`config.mk`:
```
export PLATFORM = sky130hd
export DESIGN_NAME = stateen_csr_bank
export DESIGN_NICKNAME = d
export VERILOG_FILES = /design/src/rtl/stateen_pkg.sv /design/src/rtl/stateen_decode.sv /design/src/rtl/stateen_reg.sv /design/src/rtl/stateen_view.sv /design/src/rtl/stateen_csr_bank.sv
export SDC_FILE = /design/constraint.sdc
export NUM_CORES = 1
export LEC_CHECK = 0
export BUFFER_PORTS_ARGS = -buffer_cell sky130_fd_sc_hd__buf_2
export CAP_MARGIN = 0
export CELL_PAD_IN_SITES_DETAIL_PLACEMENT = 1
export CELL_PAD_IN_SITES_GLOBAL_PLACEMENT = 2
export CORE_AREA = 2 2 605 607
export CTS_CLUSTER_DIAMETER = 60
export DETAILED_ROUTE_END_ITERATION = 10
export DIE_AREA = 0 0 607 609
export GPL_TIMING_DRIVEN = 0
export PLACE_DENSITY = 0.38
export SKIP_LAST_GASP = 1
export SLEW_MARGIN = 20
export SYNTH_ARGS = -nofsm -noshare
export SYNTH_HDL_FRONTEND = slang
export SYNTH_SLANG_ARGS = --single-unit
```
`constraint.sdc`:
```
create_clock -name clk -period 0.94 [get_ports clk]
set_input_delay 0 -clock clk [delete_from_list [all_inputs] [get_ports clk]]
set_output_delay 0 -clock clk [all_outputs]
set_load 0.005 [all_outputs]
```
`src/rtl/stateen_pkg.sv`:
```
// Package: shared constants, types and bit-legality functions for the
// state-enable register bank. Assumes four registers per level.
package stateen_pkg;

    localparam logic [11:0] ADDR_M_LO = 12'h30C;
    localparam logic [11:0] ADDR_M_HI = 12'h31C;
    localparam logic [11:0] ADDR_H_LO = 12'h60C;
    localparam logic [11:0] ADDR_H_HI = 12'h61C;
    localparam logic [11:0] ADDR_S_LO = 12'h10C;

    localparam logic [63:0] BIT_SE      = 64'h8000_0000_0000_0000;
    localparam logic [63:0] MACH0_DEF   = 64'hDF00_0000_0000_0007;
    localparam logic [63:0] HYP0_DEF    = 64'hDE00_0000_0000_0007;
    localparam logic [31:0] SUP0_DEF    = 32'h0000_0007;
    localparam logic [63:0] FP_CTRL_BIT = 64'h0000_0000_0000_0002;

    typedef enum logic [1:0] {
        LVL_NONE = 2'd0,
        LVL_MACH = 2'd1,
        LVL_HYP  = 2'd2,
        LVL_SUP  = 2'd3
    } lvl_e;

    typedef struct packed {
        lvl_e       lvl;
        logic       upper;
        logic [1:0] idx;
    } csr_sel_t;

    // Defined bits of machine register idx
    function automatic logic [63:0] mach_defined(input int idx);
        return (idx == 0) ? MACH0_DEF : BIT_SE;
    endfunction

    // Defined bits of hypervisor register idx
    function automatic logic [63:0] hyp_defined(input int idx);
        return (idx == 0) ? HYP0_DEF : BIT_SE;
    endfunction

    // Defined bits of supervisor register idx
    function automatic logic [31:0] sup_defined(input int idx);
        return (idx == 0) ? SUP0_DEF : 32'h0;
    endfunction

endpackage

```
`src/rtl/stateen_decode.sv`:
```
// Address decoder: maps a 12-bit CSR address to a level, register index
// and half. Upper-half addresses exist only when XLEN is 32. Assumes
// N_IDX <= 4 (two index bits).
module stateen_decode
    import stateen_pkg::*;
#(
    parameter int XLEN  = 64,
    parameter int N_IDX = 4
) (
    input  logic [11:0] addr_i,
    output csr_sel_t    sel_o
);

    logic [11:0] base;
    logic        idx_ok;

    // Classify the address into level, half and index
    always_comb begin
        base   = {addr_i[11:2], 2'b00};
        idx_ok = (int'(addr_i[1:0]) < N_IDX);
        sel_o  = '{lvl: LVL_NONE, upper: 1'b0, idx: addr_i[1:0]};
        if (idx_ok) begin
            if (base == ADDR_M_LO) begin
                sel_o.lvl = LVL_MACH;
            end else if (base == ADDR_H_LO) begin
                sel_o.lvl = LVL_HYP;
            end else if (base == ADDR_S_LO) begin
                sel_o.lvl = LVL_SUP;
            end else if ((XLEN == 32) && (base == ADDR_M_HI)) begin
                sel_o.lvl   = LVL_MACH;
                sel_o.upper = 1'b1;
            end else if ((XLEN == 32) && (base == ADDR_H_HI)) begin
                sel_o.lvl   = LVL_HYP;
                sel_o.upper = 1'b1;
            end
        end
    end

endmodule

```
`src/rtl/stateen_reg.sv`:
```
// One state-enable storage register. A write merges the write lanes into
// the old value and keeps only the writable bits. Assumes the writable
// mask changes only between writes.
module stateen_reg #(
    parameter int W = 64
) (
    input  logic         clk,
    input  logic         rst_n,
    input  logic         we_i,
    input  logic [W-1:0] lane_i,
    input  logic [W-1:0] wdata_i,
    input  logic [W-1:0] wmask_i,
    output logic [W-1:0] q_o
);

    // Storage with lane merge and legality mask
    always_ff @(posedge clk) begin
        if (!rst_n) begin
            q_o <= '0;
        end else if (we_i) begin
            q_o <= ((q_o & ~lane_i) | (wdata_i & lane_i)) & wmask_i;
        end
    end

    // register is clear on the first cycle out of reset
    p_reset_clear_r1: assert property (@(posedge clk) disable iff (!rst_n)
        $rose(rst_n) |-> (q_o == '0));

    // a write leaves no bit set outside the writable mask
    p_ro_bits_r3: assert property (@(posedge clk) disable iff (!rst_n)
        we_i |=> ((q_o & ~$past(wmask_i)) == '0));

    // without a write the register holds
    p_hold_r9: assert property (@(posedge clk) disable iff (!rst_n)
        !we_i |=> (q_o == $past(q_o)));

endmodule

```
`src/rtl/stateen_view.sv`:
```
// Effective-value chain: applies the floating-point override to machine
// register 0, then masks hypervisor values by machine values and the
// supervisor values by machine (host view) and also by hypervisor
// (guest view). Purely combinational.
module stateen_view
    import stateen_pkg::*;
#(
    parameter int N_IDX = 4
) (
    input  logic [N_IDX*64-1:0] m_raw_i,
    input  logic [N_IDX*64-1:0] h_raw_i,
    input  logic [N_IDX*32-1:0] s_raw_i,
    input  logic                misa_f_i,
    output logic [N_IDX*64-1:0] m_eff_o,
    output logic [N_IDX*64-1:0] h_eff_o,
    output logic [N_IDX*32-1:0] s_hs_o,
    output logic [N_IDX*32-1:0] s_vs_o
);

    for (genvar i = 0; i < N_IDX; i++) begin : g_idx
        localparam logic [63:0] FP_KILL = (i == 0) ? FP_CTRL_BIT : 64'h0;
        logic [63:0] m_e;
        logic [63:0] h_e;

        // Machine value with the floating-point override
        assign m_e = m_raw_i[i*64 +: 64] & ~(misa_f_i ? FP_KILL : 64'h0);
        // Hypervisor value under the machine gate
        assign h_e = h_raw_i[i*64 +: 64] & m_e;

        assign m_eff_o[i*64 +: 64] = m_e;
        assign h_eff_o[i*64 +: 64] = h_e;
        // Supervisor value, host view and guest view
        assign s_hs_o[i*32 +: 32]  = s_raw_i[i*32 +: 32] & m_e[31:0];
        assign s_vs_o[i*32 +: 32]  = s_raw_i[i*32 +: 32] & m_e[31:0] & h_e[31:0];
    end

endmodule

```
`src/rtl/stateen_csr_bank.sv`:
```
// Top: state-enable register bank with three levels of N_IDX registers.
// Decodes the CSR address, forms the write lanes for 64-bit or split
// 32-bit access, stores the values masked by legality and implementation,
// and returns read data and effective enables through the view chain.
// Assumes XLEN is 32 or 64 and the mask inputs are quasi-static.
module stateen_csr_bank
    import stateen_pkg::*;
#(
    parameter int XLEN  = 64,
    parameter int N_IDX = 4
) (
    input  logic                clk,
    input  logic                rst_n,
    input  logic [11:0]         csr_addr_i,
    input  logic                csr_we_i,
    input  logic [XLEN-1:0]     csr_wdata_i,
    input  logic                csr_virt_i,
    output logic [XLEN-1:0]     csr_rdata_o,
    output logic                csr_absent_o,
    input  logic [N_IDX*64-1:0] m_impl_i,
    input  logic [N_IDX*64-1:0] h_impl_i,
    input  logic [N_IDX*32-1:0] s_impl_i,
    input  logic                misa_f_i,
    output logic [N_IDX*64-1:0] m_en_o,
    output logic [N_IDX*64-1:0] h_en_o,
    output logic [N_IDX*32-1:0] s_en_o,
    output logic [N_IDX*32-1:0] vs_en_o
);

    localparam int MW = 64;
    localparam int SW = 32;

    csr_sel_t            sel;
    logic [MW-1:0]       wd64;
    logic [MW-1:0]       lane64;
    logic [SW-1:0]       wd32;
    logic [MW-1:0]       rd64;
    logic [N_IDX*MW-1:0] m_raw;
    logic [N_IDX*MW-1:0] h_raw;
    logic [N_IDX*SW-1:0] s_raw;
    logic [N_IDX-1:0]    we_m;
    logic [N_IDX-1:0]    we_h;
    logic [N_IDX-1:0]    we_s;
    logic [MW-1:0]       m_eff_a [N_IDX];
    logic [MW-1:0]       h_eff_a [N_IDX];
    logic [SW-1:0]       s_hs_a  [N_IDX];
    logic [SW-1:0]       s_vs_a  [N_IDX];

    stateen_decode #(.XLEN(XLEN), .N_IDX(N_IDX)) u_dec (
        .addr_i (csr_addr_i),
        .sel_o  (sel)
    );

    assign csr_absent_o = (sel.lvl == LVL_NONE);

    // Write lane formation depends on the access width
    if (XLEN == 64) begin : g_w64
        assign wd64   = csr_wdata_i;
        assign lane64 = '1;
        assign wd32   = csr_wdata_i[31:0];
    end else begin : g_w32
        assign wd64   = sel.upper ? {csr_wdata_i, 32'h0} : {32'h0, csr_wdata_i};
        assign lane64 = sel.upper ? {32'hFFFF_FFFF, 32'h0} : {32'h0, 32'hFFFF_FFFF};
        assign wd32   = csr_wdata_i;
    end

    for (genvar i = 0; i < N_IDX; i++) begin : g_reg
        logic [MW-1:0] m_wm;
        logic [MW-1:0] h_wm;
        logic [SW-1:0] s_wm;

        // Per-register strobes and writable masks
        assign we_m[i] = csr_we_i && (sel.lvl == LVL_MACH) && (int'(sel.idx) == i);
        assign we_h[i] = csr_we_i && (sel.lvl == LVL_HYP)  && (int'(sel.idx) == i);
        assign we_s[i] = csr_we_i && (sel.lvl == LVL_SUP)  && (int'(sel.idx) == i);
        assign m_wm    = m_impl_i[i*MW +: MW] & mach_defined(i);
        assign h_wm    = (h_impl_i[i*MW +: MW] & hyp_defined(i)) | BIT_SE;
        assign s_wm    = s_impl_i[i*SW +: SW] & sup_defined(i);

        stateen_reg #(.W(MW)) u_m (
            .clk(clk), .rst_n(rst_n), .we_i(we_m[i]), .lane_i(lane64),
            .wdata_i(wd64), .wmask_i(m_wm), .q_o(m_raw[i*MW +: MW])
        );
        stateen_reg #(.W(MW)) u_h (
            .clk(clk), .rst_n(rst_n), .we_i(we_h[i]), .lane_i(lane64),
            .wdata_i(wd64), .wmask_i(h_wm), .q_o(h_raw[i*MW +: MW])
        );
        stateen_reg #(.W(SW)) u_s (
            .clk(clk), .rst_n(rst_n), .we_i(we_s[i]), .lane_i('1),
            .wdata_i(wd32), .wmask_i(s_wm), .q_o(s_raw[i*SW +: SW])
        );

        assign m_eff_a[i] = m_en_o[i*MW +: MW];
        assign h_eff_a[i] = h_en_o[i*MW +: MW];
        assign s_hs_a[i]  = s_en_o[i*SW +: SW];
        assign s_vs_a[i]  = vs_en_o[i*SW +: SW];

        // hypervisor bit 63 takes a written one regardless of the mask
        p_se_writable_r7: assert property (@(posedge clk) disable iff (!rst_n)
            (we_h[i] && lane64[63] && wd64[63]) |=> h_raw[i*MW + 63]);
    end

    stateen_view #(.N_IDX(N_IDX)) u_view (
        .m_raw_i  (m_raw),
        .h_raw_i  (h_raw),
        .s_raw_i  (s_raw),
        .misa_f_i (misa_f_i),
        .m_eff_o  (m_en_o),
        .h_eff_o  (h_en_o),
        .s_hs_o   (s_en_o),
        .s_vs_o   (vs_en_o)
    );

    // Read multiplexer over the effective views
    always_comb begin
        rd64 = '0;
        case (sel.lvl)
            LVL_MACH: rd64 = m_eff_a[sel.idx];
            LVL_HYP:  rd64 = h_eff_a[sel.idx];
            LVL_SUP:  rd64 = {32'h0, (csr_virt_i ? s_vs_a[sel.idx] : s_hs_a[sel.idx])};
            default:  rd64 = '0;
        endcase
    end

    // Return the full word or the addressed half
    if (XLEN == 64) begin : g_r64
        assign csr_rdata_o = rd64;
    end else begin : g_r32
        assign csr_rdata_o = sel.upper ? rd64[63:32] : rd64[31:0];
    end

    // a write to an absent address leaves all storage unchanged
    p_absent_write_r9: assert property (@(posedge clk) disable iff (!rst_n)
        (csr_we_i && csr_absent_o) |=>
            ((m_raw == $past(m_raw)) && (h_raw == $past(h_raw)) && (s_raw == $past(s_raw))));

    // guest-view supervisor reads never show a bit the hypervisor hides
    p_vs_hide_r5: assert property (@(posedge clk) disable iff (!rst_n)
        (csr_virt_i && (sel.lvl == LVL_SUP)) |->
            ((csr_rdata_o[31:0] & ~h_en_o[sel.idx*64 +: 32]) == 32'h0));

    // machine register 0 low half shows bit 1 clear while F is present
    p_fcsr_hidden_r6: assert property (@(posedge clk) disable iff (!rst_n)
        (misa_f_i && (sel.lvl == LVL_MACH) && (sel.idx == 2'd0) && !sel.upper) |->
            !csr_rdata_o[1]);

    // absent addresses read as zero
    p_absent_zero_r9: assert property (@(posedge clk) disable iff (!rst_n)
        csr_absent_o |-> (csr_rdata_o == '0));

endmodule

```
==> key figures, run 1 <==
Power
  – P_leak: 0.008334 µW
  – VDD IR max: 0.6972 mV
  – Power Density: approximately 350 nW/µm²

Yosys
  – Top cells by area, synth: buf_4, dfxtp_1, mux2i_1
  – Post-synth top area share: roughly 77%
  – Cells after synthesis: 1008
  – Seq/Total Area, Yosys: 7.197%
  – Synth cell types: 38
  – Post-synth ARST share: 0%
  – Synth Register Bits: 28
  – Syn avg cell area: 7.727 µm²
  – Synthesized area: 7789 µm²
  – Number of synthesized flops with an enable pin: 0
  – Yosys top cell by area: buf_4
  – Warnings, synthesis: 0
  – Synth Flop Type: dfxtp_1

Route
  – DRC violations left: 0
  – Vias per inst: 1.004
  – WL/cell: 4.995 µm
  – Detailed Routing Iterations Pass 1: 4
  – Routed vias: between 6000 and 7000
  – DRT antenna net count: 0
  – Final wirelength: about 34000 µm
  – First-iteration detailed-routing DRC count: 104

Critical path
  – Worst setup SP type: flip-flop
  – Worst Setup End Kind: output pin
  – Worst Path Max Fanout: 4
  – Critical-path cell list: nand2_2 -> mux4_2 -> o22ai_2 -> buf_6
  – CP max stage delay: 0.47 ns
  – Critical path buffer and inverter count: 1
  – CP top delay family: multiplexers
  – Critical Path RT: roughly 0.94 ns
  – CP max-delay cell: mux4_2
  – Critical path type: flip-flop to output pin
  – Arr. time, crit path: 1.42 ns

Job
  – MaxCap Viol Count: 0

Clock network
  – CTS tree: done
  – Clock sink count: 28
  – Root buf cell: clkbuf_16
  – Clk_lat worst skew: 0.28 ns
  – CTS Buf Count: 3
  – Worst-path clk slew: roughly 0.08 ns
  – Clk buf depth: 2
  – H-tree Lvls: 1

Timing
  – Final setup fails: 50
  – Hold_ws: -0.0004310 ns
  – Skew final: 0 ns
  – Worst-Margin Slew: 0.7166 ns
  – Max-slew violations: 0
  – Crit path time final: 1.424 ns
  – Setup WS post-layout: -0.4841 ns
  – Max_slew headroom: ~52%
  – Final number of hold-violating endpoints: 1
  – RSZ-0062 raised after global routing: true
  – Fmax: 702.2 MHz
  – Fin crit share: 151.5%

Worst hold path
  – Hold Path Class: input port to flip-flop

GRT
  – Largest net degree at the start of global routing: 16
  – Global router's overall resource usage: 1.619%
  – Vias in the first global route: 6103
  – Initial antenna violation count: 9
  – First-pass GRT wire length: 43730 µm
  – Grt total ovfl: 0

Floorplanning
  – Rows: between 200 and 250
  – Die area: 369700 µm²
  – IO Pins: 1554
  – Die Y: 609 µm
  – Die width: roughly 600 µm
  – Core box area: between 300000 and 400000 µm²
  – Initial Util: 2.140%

Status
  – Status: complete, but fails checks
  – Failing checks: negative hold slack, negative setup slack

Place
  – Number of port buffers: 90
  – Dpl cells: 6704
  – Dpl hpwl: 31410 µm
  – Gp weighted congestion: 0.6595

Finish
  – Commonest non-fill, non-tap cells in the layout: buf_4, conb_1, buf_2
  – Non-filler instance count after layout: 6754
  – Util after Layout: 5.010%
  – Layout Nets: ~2700
  – Commonest non-fill, non-tap cell in the layout: buf_4
  – Area grow syn2layout: 134.1%
  – Share of cells above drive strength 1: 51.86%
## worst reg2reg max path, cell delays in order (launching register included)
cell and delay, ns:
dfxtp_4 0.39, buf_4 0.11, buf_6 0.09, nand2_1 0.05
mux2i_1 0.15
## routing by layer
layer	vias up	track usage (%)	part of all wire, %
met1	2890	1.520	32
met2	441	3.285	56
met3	26	0.5557	11
met4	4	0.3532	1.4
li1	3417	-	-
met5	-	0	0.080
## synthesized netlist by cell type, types with 2 or more instances
cell,number
buf_4,802
nand2_1,34
nand3_1,29
dfxtp_1,28
mux2i_1,28
inv_1,12
and2_1,11
nand4_1,9
a211oi_1,7
clkbuf_1,7
and3_1,3
buf_6,3
a32oi_1,2
and3b_1,2
and4_1,2
and4bb_1,2
buf_2,2
mux4_2,2
nand2b_1,2
nand4b_1,2
nor2_1,2
## path summary, 6_finish.rpt
| kind | cells past startpoint | from | slack [ns] | to |
|---|---|---|---|---|
| max | 4 | g_reg[3].u_m.q_o[63] | -0.48 | csr_rdata_o[63] |
| min | 3 | s_impl_i[0] | -0.0004 | g_reg[0].u_s.q_o[0] |
| max reg2reg | 4 | g_reg[0].u_m.q_o[0] | 0.07 | g_reg[0].u_m.q_o[0] |
| min reg2reg | 2 | g_reg[0].u_h.q_o[63] | 0.47 | g_reg[0].u_h.q_o[63] |
## state kept, by name (all words and copies together) (netlist names)
name / flops
g.u_s.q_o: 3
g.u_h.q_o: 12
g.u_m.q_o: 13
## timing repair
| action | CTS | global route |
|---|---|---|
| endpoints found under the hold margin | 10 | 0 |
| pin swaps | 15 | 6 |
| buffers inserted | 23 | 10 |
| gates cloned | 4 | 0 |
| hold buffers | 12 | 0 |
| setup endpoints to repair | 60 | 61 |
| gates resized for setup | 113 | 41 |
## cells by family (layout without fill, tap and decap cells)
| group | after synthesis | after routing | synth area share [%] |
|---|---|---|---|
| and+or+nand+nor | 108 | 108 | 7.936 |
| muxes | 30 | 30 | 4.177 |
| buffers and inverters | 827 | 962 | 79.04 |
| other | 1 | 795 | 0.04815 |
| AOI/OAI and AO/OA | 14 | 15 | 1.607 |
| DFF | 28 | 28 | 7.197 |
## report_power, final
part	internal, µW	switching [µW]
registers	1150	0.0877
clock network	658	526
logic	2270	1680
total	4080	2210
## final cells by class
| cell class | count | area [µm²] |
|---|---|---|
| repair buffers | 133 | 1075 |
| diodes | 4 | 10.01 |
| fillers | 44114 | 345600 |
| clock buffers | 4 | 88.84 |
| multi-input cells | 944 | 4214 |
| flip-flops and latches | 28 | 619.3 |
| plain buffers | 813 | 6147 |
| well taps | 4816 | 6026 |
| inverters | 12 | 50.05 |
## stage by stage
stage	hold WS [ns]	setup slack [ns]	TNS, ns	area [µm²]	total power (µW)
after floorplan	0.1273	-0.04119	-0.7385	10760	4406
after global placement	0.2771	-0.7308	-22.34	17240	4649
after detailed placement	0.2774	-0.7213	-22.68	17240	4647
after CTS	0.001566	-0.5238	-9.662	18060	5950
after global routing	0.007162	-0.5358	-11.18	18230	6815
final	-0.0004310	-0.4841	-9.330	18230	6290
Note: power is estimated with default switching activity, not from simulation.
==> run 2: changes to the inputs <==
--- a/config.mk
+++ b/config.mk
@@ -9,14 +9,16 @@
 export CAP_MARGIN = 0
 export CELL_PAD_IN_SITES_DETAIL_PLACEMENT = 1
 export CELL_PAD_IN_SITES_GLOBAL_PLACEMENT = 2
-export CORE_AREA = 2 2 605 607
+export CORE_AREA = 2 2 604 606
 export CTS_CLUSTER_DIAMETER = 60
 export DETAILED_ROUTE_END_ITERATION = 10
-export DIE_AREA = 0 0 607 609
+export DIE_AREA = 0 0 606 608
 export GPL_TIMING_DRIVEN = 0
-export PLACE_DENSITY = 0.38
+export PLACE_DENSITY = 0.51
 export SKIP_LAST_GASP = 1
 export SLEW_MARGIN = 20
 export SYNTH_ARGS = -nofsm -noshare
 export SYNTH_HDL_FRONTEND = slang
+export SYNTH_HIERARCHICAL = 1
 export SYNTH_SLANG_ARGS = --single-unit
+export TNS_END_PERCENT = 5
==> run 2 against run 1 <==
  * The flow still finishes with violations (negative hold slack, negative setup slack)
  * Largest cell class is now multi-input combinational cells
  * Clock skew stayed put
  * Sequential power grew to 24 times the previous value
  * Flip-flop and latch count is 612 higher
  * Via count grew to 7.3 times the previous value
  * Sequential share of layout area is 14 points higher
  * Cell count is 100% higher
  * First-iteration DRC count grew to 20 times the previous value
  * Die area is 0.33% lower
  * Synthesized area grew to 5.5 times the previous value
  * Combinational power is 74% higher
==> key figures, run 2 <==
Status
  – Status: complete, but fails checks
  – Failing checks: negative hold slack, negative setup slack

Critical path
  – End of the worst register-to-register path: g_reg[2].u_h/q_o[22]
  – Worst Reg2Reg Path Length in Cells: 2 (-2)
  – Worst R2R Setup Slack: 0.07 ns (about the same)
  – Critical path type: flip-flop to output pin
  – CP max stage delay: 0.36 ns (-0.11 ns)
  – Worst setup SP type: flip-flop
  – Worst R2R Start: g_reg[2].u_h/q_o[22]
  – Arr. time, crit path: 2.44 ns (+1.02 ns)
  – Critical Path RT: 0.94 ns (about the same)
  – CP Launch Point: g_reg[1].u_s/q_o[31]
  – Worst Setup End Kind: output pin
  – Worst Path Max Fanout: 3 (-1)
  – CP max-delay cell: dfxtp_2
  – CP Capture Point: csr_rdata_o[31]
  – Critical-path cell list: and3_4 -> mux2i_4 -> o22ai_2 -> nor3_2 -> o221ai_4 -> buf_2

Finish
  – Area grow syn2layout: 74.58%
  – Final instance area: 74320 µm² (+310%)
  – Commonest non-fill, non-tap cell in the layout: conb_1
  – Layout Nets: 9322 (+250%)
  – Share of cells above drive strength 1: 31.86% (-20 points)
  – Commonest non-fill, non-tap cells in the layout: conb_1, buf_2, nand4_1
  – Largest registers: g.u_h/q_o (256), g.u_m/q_o (256), g.u_s/q_o (128)

Floorplanning
  – IO Pins: 1554 (unchanged)
  – Die area: 368400 µm² (-0.33%)
  – Core box area: 361700 µm² (-0.60%)
  – Initial Util: 11.77% (+9.6 points)
  – Rows: 221 (-0.45%)
  – Die width: 606 µm (-0.16%)
  – Die Y: 608 µm (-0.16%)

Timing
  – Worst-Margin Slew: 1.094 ns (+0.3775 ns)
  – Final setup fails: 1473 (+2800%)
  – Setup WS post-layout: -1.502 ns (-1.017 ns)
  – Final number of hold-violating endpoints: 2 (+1)
  – Fmax: 409.6 MHz (-42%)
  – Hold_ws: -0.009338 ns (-0.008907 ns)
  – Fin crit share: 259.7% (+110 points)
  – Max_slew headroom: 27.06% (-25 points)
  – Skew final: 0 ns (unchanged)
  – Max-slew violations: 0 (unchanged)
  – RSZ-0062 raised after global routing: true
  – Final setup TNS: -1244.92 ns (-1235.59 ns)
  – Crit path time final: 2.442 ns (+1.017 ns)

Route
  – Detailed Routing Iterations Pass 1: 5 (+1)
  – DRT antenna net count: 0 (unchanged)
  – Vias per inst: 3.652 (+260%)
  – DRC violations left: 0 (unchanged)
  – Final wirelength: 363900 µm (+980%)
  – First-iteration detailed-routing DRC count: 2120 (+1900%)
  – Routed vias: 49442 (+630%)
  – WL/cell: 26.88 µm (+440%)

Clock network
  – H-tree Lvls: 4 (+3)
  – Post-CTS Hold Buffers: 45 (+33)
  – Worst-path clk slew: 0.05 ns (-0.03 ns)
  – Clk buf depth: 4 (+2)
  – CTS Buf Count: 148 (+145)
  – Clk_lat worst skew: 0.81 ns (+0.53 ns)
  – Root buf cell: clkbuf_16
  – Clock sink count: 640 (+2200%)
  – CTS tree: done

Place
  – Dpl hpwl: 279900 µm (+790%)
  – Gp weighted congestion: 0.8628 (+31%)
  – Number of port buffers: 935 (+940%)
  – Worst slack, placed: -3.082 ns (-2.360 ns)
  – Placed inst area: 63010 µm² (+270%)

Power
  – Clk pwr share: 61.9% (+43 points)
  – Power Density: 1199 nW/µm² (+250%)
  – Internal: 64560 µW (+1500%)
  – Combinational Power Share: 7.7% (-55 points)
  – VDD IR max: 1.030 mV (+48%)
  – Psw: 24580 µW (+1000%)
  – Seq pwr share: 30.4% (+12 points)
  – P_leak: 0.03162 µW (+280%)
  – Net Sw Frac: 27.57% (-7.5 points)

Yosys
  – Synthesized area: 42570 µm² (+450%)
  – Cells after synthesis: 4812 (+380%)
  – Warnings, synthesis: 6 (+6)
  – Syn avg cell area: 8.847 µm² (+15%)

GRT
  – Grt total ovfl: 0 (unchanged)
  – Initial antenna violation count: 78 (+69)
  – Global router's overall resource usage: 19.02% (+17 points)
  – Largest net degree at the start of global routing: 22 (+6)
  – Vias in the first global route: 51125 (+740%)
  – First-pass GRT wire length: 469300 µm (+970%)

Job
  – MaxCap Viol Count: 0 (unchanged)

Worst hold path
  – Hold Path Class: input port to flip-flop
## run 2: cell types whose count changed in the layout (fill, tap and decap cells not counted), moves of 164 or more
cell	delta
nand4_1	+632
o21ai_0	+477
buf_4	-456
buf_2	+859
nor2b_1	+640
clkbuf_16	+170
dfxtp_1	+448
a21boi_1	+518
and2_1	+194
conb_1	+1721
and2_4	+164
## run 2: routing by layer
layer,part of all wire [%],up-vias,track usage (%)
met3,5.6,457,3.565
met1,41,24619,22.73
met4,5.7,6,9.431
li1,-,22923,-
met5,0.0091,-,0
met2,47,1437,32.42
## run 2: final cells by class
type / instances / area, µm²
Tap cell: 4794 / 5998
Timing Repair inverter: 3 / 37.54
Antenna cell: 32 / 80.08
Clock buffer: 195 / 4195
Sequential cell: 640 / 13130
Inverter: 13 / 123.9
Buffer: 533 / 4925
Timing Repair Buffer: 1130 / 7136
Clock inverter: 65 / 822.0
Fill cell: 43494 / 287400
Multi-Input combinational cell: 6132 / 37880
## run 2: worst min-delay path by stage
| stage | slack (ns) | startpoint | cells past startpoint | to |
|---|---|---|---|---|
| 3_3_place_gp | 0.28 | m_impl_i[57] | 3 | g_reg[0].u_m/q_o[57] |
| 5_1_grt | -0.02 | csr_we_i | 6 | g_reg[1].u_m/q_o[63] |
| 4_1_cts | -0.07 | csr_we_i | 6 | g_reg[1].u_m/q_o[63] |
| 2_1_floorplan | 0.15 | rst_n | 1 | g_reg[0].u_s/q_o[26] |
| 3_5_place_dp | 0.30 | m_impl_i[57] | 3 | g_reg[0].u_m/q_o[57] |
| 6_report | -0.009 | csr_we_i | 6 | g_reg[3].u_m/q_o[63] |
## run 2: metrics by stage
step	utilization, %	instances	hold WS [ns]	power, µW
CTS	20.19	13476	-0.07146	90690
detailed placement	17.42	13062	0.2980	33910
floorplan	-	7322	0.1538	31120
global placement	17.34	13051	0.2814	33880
finish	20.55	13537	-0.009338	89140
global route	20.54	13517	-0.01547	92630
## run 2: worst max-delay path: cells and delay by family, from the launching register on
kind	cells	cell delay (ns)
mux	1	0.23
flops	1	0.36
compound gates	2	0.32
buf+inv	1	0.18
simple gates	2	0.49
## run 2: repair_timing
item                                     CTS  global route
gates cloned                              11            10
pin swaps                                113            88
endpoints found under the setup margin  1473          1473
setup buffers                             99            25
resized for setup                       1023           236
hold endpoints to repair                  36             1
## run 2: power groups by stage
stage | Clock [µW] | Sequential (µW) | Combinational, µW
floorplan | 0 | 27700 | 3400
global placement | 0 | 27700 | 6160
detailed placement | 0 | 27700 | 6180
CTS | 57000 | 27100 | 6560
global route | 57900 | 27100 | 7670
finish | 55200 | 27100 | 6900
